$ cat src/rtl/svadd_pkg.sv
package svadd_pkg;
  typedef enum logic [1:0] {EW_8 = 2'd0, EW_16 = 2'd1, EW_32 = 2'd2, EW_32X = 2'd3} ew_e;
  typedef enum logic [1:0] {ST_IDLE = 2'd0, ST_RUN = 2'd1, ST_DONE = 2'd2} st_e;

  // log2 of lane size in bytes
  function automatic logic [1:0] ew_shift(ew_e e);
    case (e)
      EW_8:    ew_shift = 2'd0;
      EW_16:   ew_shift = 2'd1;
      default: ew_shift = 2'd2;
    endcase
  endfunction
endpackage

$ cat src/rtl/svadd_lane_adder.sv
module svadd_lane_adder #(
  parameter int DATA_W = 256,
  parameter int LANE_W = 8
) (
  input  logic [DATA_W-1:0] a_i,
  input  logic [DATA_W-1:0] b_i,
  output logic [DATA_W-1:0] sum_o
);
  localparam int NLANE = DATA_W / LANE_W;

  for (genvar gl = 0; gl < NLANE; gl++) begin : g_lane
    assign sum_o[gl*LANE_W +: LANE_W] = a_i[gl*LANE_W +: LANE_W] + b_i[gl*LANE_W +: LANE_W];
  end
endmodule

$ cat src/rtl/svadd_byte_mask.sv
module svadd_byte_mask #(
  parameter int NBYTES = 32,
  parameter int IDX_W  = 7
) (
  input  logic             en_i,
  input  logic [IDX_W-1:0] base_i,
  input  logic [1:0]       subvl_m1_i,
  input  logic [1:0]       shift_i,
  output logic [NBYTES-1:0] be_o
);
  localparam int BI_W  = $clog2(NBYTES);
  localparam int CMP_W = ((IDX_W > BI_W) ? IDX_W : BI_W) + 1;

  logic [CMP_W-1:0] lo, hi;
  assign lo = CMP_W'(base_i);
  assign hi = lo + CMP_W'(subvl_m1_i) + CMP_W'(1);

  for (genvar gb = 0; gb < NBYTES; gb++) begin : g_byte
    logic [CMP_W-1:0] sidx;
    assign sidx     = CMP_W'(gb) >> shift_i;
    assign be_o[gb] = en_i && (sidx >= lo) && (sidx < hi);
  end

  // never more bytes than one subvector holds
  always_comb begin
    a_r7_mask_bound: assert ($countones(be_o) <= ((int'(subvl_m1_i) + 1) << shift_i));
  end
endmodule

$ cat src/rtl/svadd_ctrl.sv
module svadd_ctrl import svadd_pkg::*; #(
  parameter int MAX_VL = 32,
  parameter int VL_W   = $clog2(MAX_VL + 1),
  parameter int CNT_W  = $clog2(MAX_VL)
) (
  input  logic              clk_i,
  input  logic              rst_ni,
  input  logic              start_i,
  input  logic [VL_W-1:0]   vl_i,
  input  logic [MAX_VL-1:0] pred_i,
  input  logic              pred_inv_i,
  output logic              load_o,
  output logic              step_o,
  output logic              active_o,
  output logic [CNT_W-1:0]  cnt_o,
  output logic              busy_o,
  output logic              done_o
);
  st_e               st_q;
  logic [CNT_W-1:0]  cnt_q;
  logic [VL_W-1:0]   vl_q, vl_eff;
  logic [MAX_VL-1:0] pred_q;
  logic              inv_q, last;

  assign vl_eff   = (vl_i > VL_W'(MAX_VL)) ? VL_W'(MAX_VL) : vl_i;
  assign load_o   = (st_q == ST_IDLE) && start_i;
  assign step_o   = (st_q == ST_RUN);
  assign last     = (VL_W'(cnt_q) + VL_W'(1)) == vl_q;
  assign active_o = step_o && (pred_q[cnt_q] ^ inv_q);
  assign cnt_o    = cnt_q;
  assign busy_o   = step_o;
  assign done_o   = (st_q == ST_DONE);

  always_ff @(posedge clk_i or negedge rst_ni) begin
    if (!rst_ni) begin
      st_q   <= ST_IDLE;
      cnt_q  <= '0;
      vl_q   <= '0;
      pred_q <= '0;
      inv_q  <= 1'b0;
    end else begin
      case (st_q)
        ST_IDLE: if (start_i) begin
          vl_q   <= vl_eff;
          pred_q <= pred_i;
          inv_q  <= pred_inv_i;
          cnt_q  <= '0;
          st_q   <= (vl_eff == '0) ? ST_DONE : ST_RUN;
        end
        ST_RUN: begin
          if (last) st_q <= ST_DONE;
          else      cnt_q <= cnt_q + CNT_W'(1);
        end
        default: st_q <= ST_IDLE;
      endcase
    end
  end

  a_r3_done_pulse: assert property (@(posedge clk_i) disable iff (!rst_ni)
    done_o |=> !done_o);
  a_r3_step_advance: assert property (@(posedge clk_i) disable iff (!rst_ni)
    (step_o && !last) |=> (step_o && cnt_q == $past(cnt_q) + CNT_W'(1)));
  a_r1_busy_ignores_start: assert property (@(posedge clk_i) disable iff (!rst_ni)
    (step_o && start_i) |=> ($stable(vl_q) && $stable(pred_q) && $stable(inv_q)));
  a_r8_zero_vl: assert property (@(posedge clk_i) disable iff (!rst_ni)
    (load_o && vl_i == '0) |=> done_o);
endmodule

$ cat src/rtl/subvec_pred_adder.sv
module subvec_pred_adder import svadd_pkg::*; #(
  parameter int DATA_W = 256,
  parameter int MAX_VL = 32,
  localparam int VL_W  = $clog2(MAX_VL + 1)
) (
  input  logic              clk_i,
  input  logic              rst_ni,
  input  logic              start_i,
  input  logic [DATA_W-1:0] rs1_i,
  input  logic [DATA_W-1:0] rs2_i,
  input  logic [DATA_W-1:0] rd_i,
  input  logic [MAX_VL-1:0] pred_i,
  input  logic              pred_inv_i,
  input  logic [1:0]        ew_i,
  input  logic [1:0]        subvl_i,
  input  logic [VL_W-1:0]   vl_i,
  output logic [DATA_W-1:0] rd_o,
  output logic              busy_o,
  output logic              done_o
);
  localparam int NBYTES = DATA_W / 8;
  localparam int CNT_W  = $clog2(MAX_VL);
  localparam int IDX_W  = CNT_W + 2;
  localparam int NWID   = 3;

  logic [DATA_W-1:0] rs1_q, rs2_q, rd_q, rd_nxt, sum_sel;
  logic [1:0]        shift_q, subvl_q;
  logic              load, step, active;
  logic [CNT_W-1:0]  cnt;
  logic [IDX_W-1:0]  base;
  logic [NBYTES-1:0] be;
  logic [DATA_W-1:0] sums [NWID];

  svadd_ctrl #(.MAX_VL(MAX_VL), .VL_W(VL_W), .CNT_W(CNT_W)) u_ctrl (
    .clk_i, .rst_ni, .start_i, .vl_i, .pred_i, .pred_inv_i,
    .load_o(load), .step_o(step), .active_o(active), .cnt_o(cnt),
    .busy_o, .done_o
  );

  for (genvar gw = 0; gw < NWID; gw++) begin : g_wid
    svadd_lane_adder #(.DATA_W(DATA_W), .LANE_W(8 << gw)) u_add (
      .a_i(rs1_q), .b_i(rs2_q), .sum_o(sums[gw])
    );
  end

  assign sum_sel = sums[(shift_q > 2'd2) ? 2'd2 : shift_q];
  assign base    = IDX_W'(cnt) * IDX_W'({1'b0, subvl_q} + 3'd1);

  svadd_byte_mask #(.NBYTES(NBYTES), .IDX_W(IDX_W)) u_mask (
    .en_i(active), .base_i(base), .subvl_m1_i(subvl_q), .shift_i(shift_q), .be_o(be)
  );

  for (genvar gb = 0; gb < NBYTES; gb++) begin : g_merge
    assign rd_nxt[gb*8 +: 8] = be[gb] ? sum_sel[gb*8 +: 8] : rd_q[gb*8 +: 8];
  end

  always_ff @(posedge clk_i or negedge rst_ni) begin
    if (!rst_ni) begin
      rs1_q   <= '0;
      rs2_q   <= '0;
      rd_q    <= '0;
      shift_q <= '0;
      subvl_q <= '0;
    end else if (load) begin
      rs1_q   <= rs1_i;
      rs2_q   <= rs2_i;
      rd_q    <= rd_i;
      shift_q <= ew_shift(ew_e'(ew_i));
      subvl_q <= subvl_i;
    end else if (step) begin
      rd_q <= rd_nxt;
    end
  end

  assign rd_o = rd_q;

  a_r5_masked_hold: assert property (@(posedge clk_i) disable iff (!rst_ni)
    (step && !active) |=> $stable(rd_o));
  a_r1_idle_hold: assert property (@(posedge clk_i) disable iff (!rst_ni)
    (!busy_o && !load) |=> $stable(rd_o));
  a_r1_load_copy: assert property (@(posedge clk_i) disable iff (!rst_ni)
    load |=> (rd_o == $past(rd_i)));
endmodule

$ cat config.mk
export PLATFORM = sky130hd
export DESIGN_NAME = subvec_pred_adder
export DESIGN_NICKNAME = d
export VERILOG_FILES = /design/src/rtl/svadd_pkg.sv /design/src/rtl/svadd_lane_adder.sv /design/src/rtl/svadd_byte_mask.sv /design/src/rtl/svadd_ctrl.sv /design/src/rtl/subvec_pred_adder.sv
export SDC_FILE = /design/constraint.sdc
export NUM_CORES = 2
export LEC_CHECK = 0
export BUFFER_PORTS_ARGS = -buffer_cell sky130_fd_sc_hd__buf_2
export CORE_AREA = 2 2 416 418
export CTS_CLUSTER_SIZE = 24
export DETAILED_ROUTE_END_ITERATION = 6
export DIE_AREA = 0 0 418 420
export PLACE_DENSITY = 0.67
export SLEW_MARGIN = 10
export SYNTH_ARGS = -nofsm -noshare
export SYNTH_HDL_FRONTEND = slang
export SYNTH_HIERARCHICAL = 1
export SYNTH_SLANG_ARGS = --single-unit
$ cat constraint.sdc
create_clock -name clk_i -period 4.8 [get_ports clk_i]
set_clock_uncertainty 0.2 [all_clocks]
set_input_delay 1.44 -clock clk_i [delete_from_list [all_inputs] [get_ports clk_i]]
set_output_delay 1.44 -clock clk_i [all_outputs]
set_load 0.1 [all_outputs]
Word-level counts from Yosys, hierarchy flattened

Cells that the tools add are included.

Order comparisons: 68
Equal/unequal tests: 7
Shift operators: 32
Bitwise operators: 2
Muxes and demuxes: 49
Reductions and logical operators: 138
Add/subtract/negate cells: 61
Multiply operators: 1

Operator list:

| kind                                                               | number |
|---|---|
| 256-bit two-way mux                                                | 4 |
| 256-bit binary-select mux with 2-bit select                        | 1 |
| 16-bit adder                                                       | 16 |
| 32-bit adder                                                       | 8 |
| 8-bit adder                                                        | 32 |
| 8-bit by 7-bit greater-or-equal comparator with 1-bit output       | 32 |
| 8-bit less-than comparator                                         | 32 |
| 8-bit two-way mux                                                  | 32 |
| 5-bit by 2-bit right shift with 8-bit output, first input constant | 16 |
| 2-bit AND reduction                                                | 34 |
| 2-bit nonzero test                                                 | 34 |
| 1-bit logical AND                                                  | 66 |
| 4-bit by 2-bit right shift with 8-bit output, first input constant | 8 |
| 3-bit by 2-bit right shift with 8-bit output, first input constant | 4 |
| 1-bit by 2-bit right shift with 8-bit output, first input constant | 2 |
| 2-bit by 2-bit right shift with 8-bit output, first input constant | 2 |
| 5-bit two-way mux                                                  | 2 |
| 5-bit one-hot mux with 2 select lines                              | 1 |
| 7-bit by 2-bit adder with 8-bit output                             | 1 |
| 8-bit by 1-bit adder with 8-bit output, second input constant      | 1 |
| 2-bit two-way mux                                                  | 4 |
| 2-bit one-hot mux with 2 select lines                              | 2 |
| 5-bit by 3-bit multiplier with 7-bit output                        | 1 |
| 5-bit by 1-bit adder with 6-bit output, second input constant      | 1 |
| other kinds (18)                                                   | 22 |

Input bits: 814
Output and inout bits: 258
Bits in registers: 818
Logic and storage cells: 399

Logic depth before layout (Yosys ltp)

Word-level depth: 9
Mapped depth: 21
Depth with buffers taken out: 20

Hierarchy

Netlist, hierarchy kept.

By module, submodules not included:

| module                            | area an instance (um^2) | sequential area each (um^2) | times used | cells each |
|---|---|---|---|---|
| subvec_pred_adder                 | 37,350.8                | 19,318.5                    | 1          | 3,392 |
| svadd_lane_adder (g_wid[2].u_add) | 12,320.6                | 0.0                         | 1          | 1,701 |
| svadd_lane_adder (g_wid[1].u_add) | 10,969.3                | 0.0                         | 1          | 1,463 |
| svadd_lane_adder (g_wid[0].u_add) | 9,766.9                 | 0.0                         | 1          | 1,282 |
| svadd_byte_mask                   | 2,751.4                 | 0.0                         | 1          | 392 |
| svadd_ctrl                        | 2,275.9                 | 1,151.1                     | 1          | 248 |

Least setup slack after synthesis

Ideal clock, no wire load.

Path kind: flip-flop to flip-flop
Start: register subvl_q[0]
End: register rd_q[5], in the netlist rd_o[5]
Slack: 0.216 ns
Stages on the path, launching flop included: 22
Arrival: 4.306 ns
Library setup time: 0.078 ns
Clock period less this slack: 4.584 ns
Buffers on the path: 1
Path through: dfrtp_1 ha_1 and2_1 fa_1 ha_1 inv_1 fa_1 inv_1 a21o_1 a21oi_1 xnor2_1 nor2_1 nand2_1 or2_1 nor3_1 nand2_1 a311oi_1 nand2_1 clkbuf_1 a21oi_1 o21ai_0 a21oi_1

Cells in the longest elaborated chain, start to end: 8
Elaborated cells between the ends (all ways): 10
Classes of those cells: add/sub: 3; mul: 1; order compare: 2; reduce/logical: 4

Ends and longest elaborated chain:

| element                                       | RTL line                | text |
|---|---|---|
| start, declared                               | subvec_pred_adder.sv:27 | `logic [1:0] shift_q, subvl_q;` |
| start signal, assigned                        | subvec_pred_adder.sv:69 | `subvl_q <= subvl_i;` |
| 2-bit by 1-bit adder with 3-bit output *      | subvec_pred_adder.sv:47 | `assign base = IDX_W'(cnt) * IDX_W'({1'b0, subvl_q} + 3'd1);` |
| 5-bit by 3-bit multiplier with 7-bit output * | subvec_pred_adder.sv:47 |  |
| named net base[6]                             | subvec_pred_adder.sv:30 | `logic [IDX_W-1:0] base;` |
| 7-bit by 2-bit adder with 8-bit output        | svadd_byte_mask.sv:16   | `assign hi = lo + CMP_W'(subvl_m1_i) + CMP_W'(1);` |
| 8-bit by 1-bit adder with 8-bit output        | svadd_byte_mask.sv:16   |  |
| 8-bit less-than comparator                    | svadd_byte_mask.sv:21   | `assign be_o[gb] = en_i && (sidx >= lo) && (sidx < hi);` |
| 1-bit logical AND *                           | svadd_byte_mask.sv:21   |  |
| named net be[0]                               | subvec_pred_adder.sv:31 | `logic [NBYTES-1:0] be;` |
| 2-bit nonzero test (no line) *                | -                       |  |
| 2-bit AND reduction (no line) *               | -                       |  |
| end signal, assigned                          | subvec_pred_adder.sv:67 | `rd_q <= rd_i;` |
| end signal, assigned                          | subvec_pred_adder.sv:71 | `rd_q <= rd_nxt;` |
| end, declared                                 | subvec_pred_adder.sv:26 | `logic [DATA_W-1:0] rs1_q, rs2_q, rd_q, rd_nxt, sum_sel;` |

The timed path passes the listed nets; every way through them passes the cells marked *.
A chain may end at the register's enable or synchronous reset.

Worst setup path after layout

Start: register subvl_q[0]
End: register rd_q[113], in the netlist rd_o[113]

Same word-level chain as after synthesis.

==> flow_metrics.env <==
export IMPL_maxSlewViolCount=0
export IMPL_pin_count=1072
export IMPL_drt_iter0_drc=4841
export IMPL_hold_viol_final=0
export IMPL_max_freq_ghz=0.217
export IMPL_clk_latency_ps=770
export IMPL_synth_ff_latch_count=818
export IMPL_die_width_um=418
export IMPL_fin_crit_sh=0.959
export IMPL_outcome="completed"
export IMPL_core_um2=171000
export IMPL_cts_sinks=818
export IMPL_syn_nets=10100
export IMPL_synth_area_um2=75400
export IMPL_maxCapViolCount=0
export IMPL_synth_area_per_cell_um2=8.90
export IMPL_rows=152
export IMPL_nNetsFinal=11200
export IMPL_grt_usage=0.285
export IMPL_wl_per_cell_um=21.9
export IMPL_ant_nets=0
export IMPL_syn_to_final_growth_pct=16.3
export IMPL_initial_utilization=0.441
export IMPL_holdWs_ps=274
export IMPL_cts_reportedPaths_clkPinSlew_ps=60
export IMPL_cts_tree="done"
export IMPL_die_area_um2=176000
export IMPL_wl_mm=261
export IMPL_critPathRequiredTime_ps=5270
export IMPL_cts_buffer_depth=3
export IMPL_grt_max_degree=211
export IMPL_drive_gt1_frac=0.243
export IMPL_clock_root_buffer="clkbuf_16"
export IMPL_vias_per_cell=5.81
export IMPL_async_flop_share=1.00
export IMPL_gp_congestion=0.981
export IMPL_cts_hold_buf=0
export IMPL_hold_path_class="flip-flop to flip-flop"
export IMPL_die_h_um=420
export IMPL_yosysSeqAreaShare=0.271
export IMPL_cts_max_level=3
export IMPL_numCtsBuffers=99
export IMPL_arrival_ps=5070
export IMPL_grt_overflow_total=0
export IMPL_grt_pass1_wl_mm=390
export IMPL_met3_wirelength_mm=13.3
export IMPL_yosysWarnings=6
export IMPL_synth_main_ff_cell="dfrtp_1"
export IMPL_period_minus_slack_ps=4600
export IMPL_syn_inst=8478
export IMPL_worst_setup_path_end_kind="flip-flop"
export IMPL_max_slew_margin=0.248
export IMPL_drt_met1_wl_mm=106
export IMPL_crit_type="flip-flop to flip-flop"
export IMPL_start_kind="flip-flop"
export IMPL_setup_viol=0
export IMPL_path_max_fanout=14
export IMPL_hpwlAfterDp_mm=210
export IMPL_drc=0
export IMPL_first_global_vias=67300
export IMPL_antenna_found_initial=76
export IMPL_first_pass_iters=6
export IMPL_wl_met2_mm=124
export IMPL_yosysUniqueCellTypes=114
export IMPL_synth_edff_count=0
export IMPL_highest_layer="met5"
export IMPL_rsz0062_at_grt="true"
export IMPL_vias=69000
export IMPL_portBuffers=1071
export IMPL_worstMarginPinSlew_ps=1120
## synth_stat cells, types with 16 or more instances
cell,count,area share
o211ai_1,36,0.0036
a41oi_1,23,0.0027
o21ai_0,467,0.031
and3_1,40,0.0033
nand2b_1,60,0.0050
o21a_1,87,0.0087
and2_1,24,0.0020
xnor2_1,386,0.045
nor2_1,347,0.017
and3b_1,19,0.0022
nand4_1,59,0.0049
o31ai_1,16,0.0016
nor2b_1,315,0.026
or4_1,20,0.0020
o21ai_1,140,0.0093
a21oi_1,1323,0.088
dfrtp_1,818,0.27
ha_1,771,0.13
xor2_1,209,0.024
a221oi_1,18,0.0021
nor3_1,84,0.0056
nand2_1,449,0.022
maj3_1,23,0.0031
mux2i_1,24,0.0032
or3_1,16,0.0013
buf_2,118,0.0078
a31oi_1,77,0.0064
buf_6,29,0.0043
inv_1,521,0.026
clkbuf_1,147,0.0073
o21bai_1,67,0.0067
fa_1,61,0.016
a211oi_1,100,0.010
a21o_1,291,0.029
o31a_1,44,0.0051
nand3_1,149,0.0099
a311oi_1,20,0.0023
mux2_2,772,0.12
## kinds of logic after synthesis
group / share of synthesized area
AO/OA/AOI/OAI: 0.230
AND/OR/NAND/NOR: 0.113
XOR/XNOR: 0.0699
multiplexers: 0.121
adder cells (fa/ha/maj): 0.147
flip-flops: 0.271
buffers and inverters: 0.0471
## per-layer routing
layer,track usage,up-vias
met4,0.175,32
met1,0.347,33300
met5,0,-
met3,0.0396,576
li1,-,33000
met2,0.476,2146
## metrics by stage
| step | TNS (ps) | instance area [um2] | worst slack [ps] | util | cells |
|---|---|---|---|---|---|
| finish | 0 | 87800 | 195 | 0.513 | 11900 |
| global route | -83.0 | 87700 | -24.6 | 0.513 | 11900 |
| CTS | 0 | 87300 | 19.8 | 0.510 | 11800 |
| detailed placement | -1440 | 83700 | -127 | 0.490 | 11600 |
| global placement | -106 | 83700 | -19.1 | 0.490 | 11600 |
| floorplan | 0 | 75400 | 216 | - | 8478 |
## sequential cells by signal (all words and copies together) (netlist names)
name,count
u_ctrl/inv_q,1
subvl_q,2
u_ctrl/pred_q,32
u_ctrl/vl_q,6
rs2_q,256
rs1_q,256
rd_o,256
u_ctrl/st_q,2
shift_q,2
u_ctrl/cnt_o,5
## cell usage in the layout (no fill, tap or decap), types with 291 or more instances in the layout
cell type,count
a21o_1,291
nor2_1,345
inv_1,518
nor2b_1,315
ha_1,768
buf_2,1070
a21oi_1,1319
nand2_1,446
o21ai_0,461
xnor2_1,384
dfrtp_1,816
mux2_2,772
## timing repair
item	4_1_cts	5_1_grt
resized for setup	2	43
endpoints found under the setup margin	37	177
pin swaps	0	21
buffers inserted	0	18
## critical path, stage by stage (launching register included)
cell      delay (ps)
dfrtp_1          410
ha_4             250
and2_4           150
fa_1             510
ha_2             180
inv_1             60
fa_2             420
inv_1            130
buf_6            220
inv_2            160
xnor2_4          280
o31ai_4          140
a311oi_2         390
o311a_1          260
nand2_2           70
buf_12           180
buf_12           140
a21oi_1          100
o21ai_1           90
a21oi_1          180
## final timing paths
kind                                    from           endpoint  depth (start not counted)  slack, ps
setup / recovery                  subvl_q[0]          rd_o[113]                         19        200
setup reg to reg                  subvl_q[0]          rd_o[113]                         19        200
hold reg to reg            u_ctrl/pred_q[20]  u_ctrl/pred_q[20]                          2        270
max in group asynchronous             rst_ni          rd_o[214]                          3       2780
hold / removal             u_ctrl/pred_q[20]  u_ctrl/pred_q[20]                          2        270
min in group asynchronous             rst_ni          rs1_q[39]                          1        480
## final cells by class
cell class	count	area (um2)
multi-input cells	6823	51600
flip-flops and latches	818	20500
well taps	2233	2790
fillers	16100	83200
clock buffers	130	2810
clock inverters	51	711
diodes	52	130
inverters	525	1980
repair buffers	1253	7270
Power is left out: the tool's default activity adds up to more than one toggle a clock period on the data nets, which glitch-free logic cannot reach.
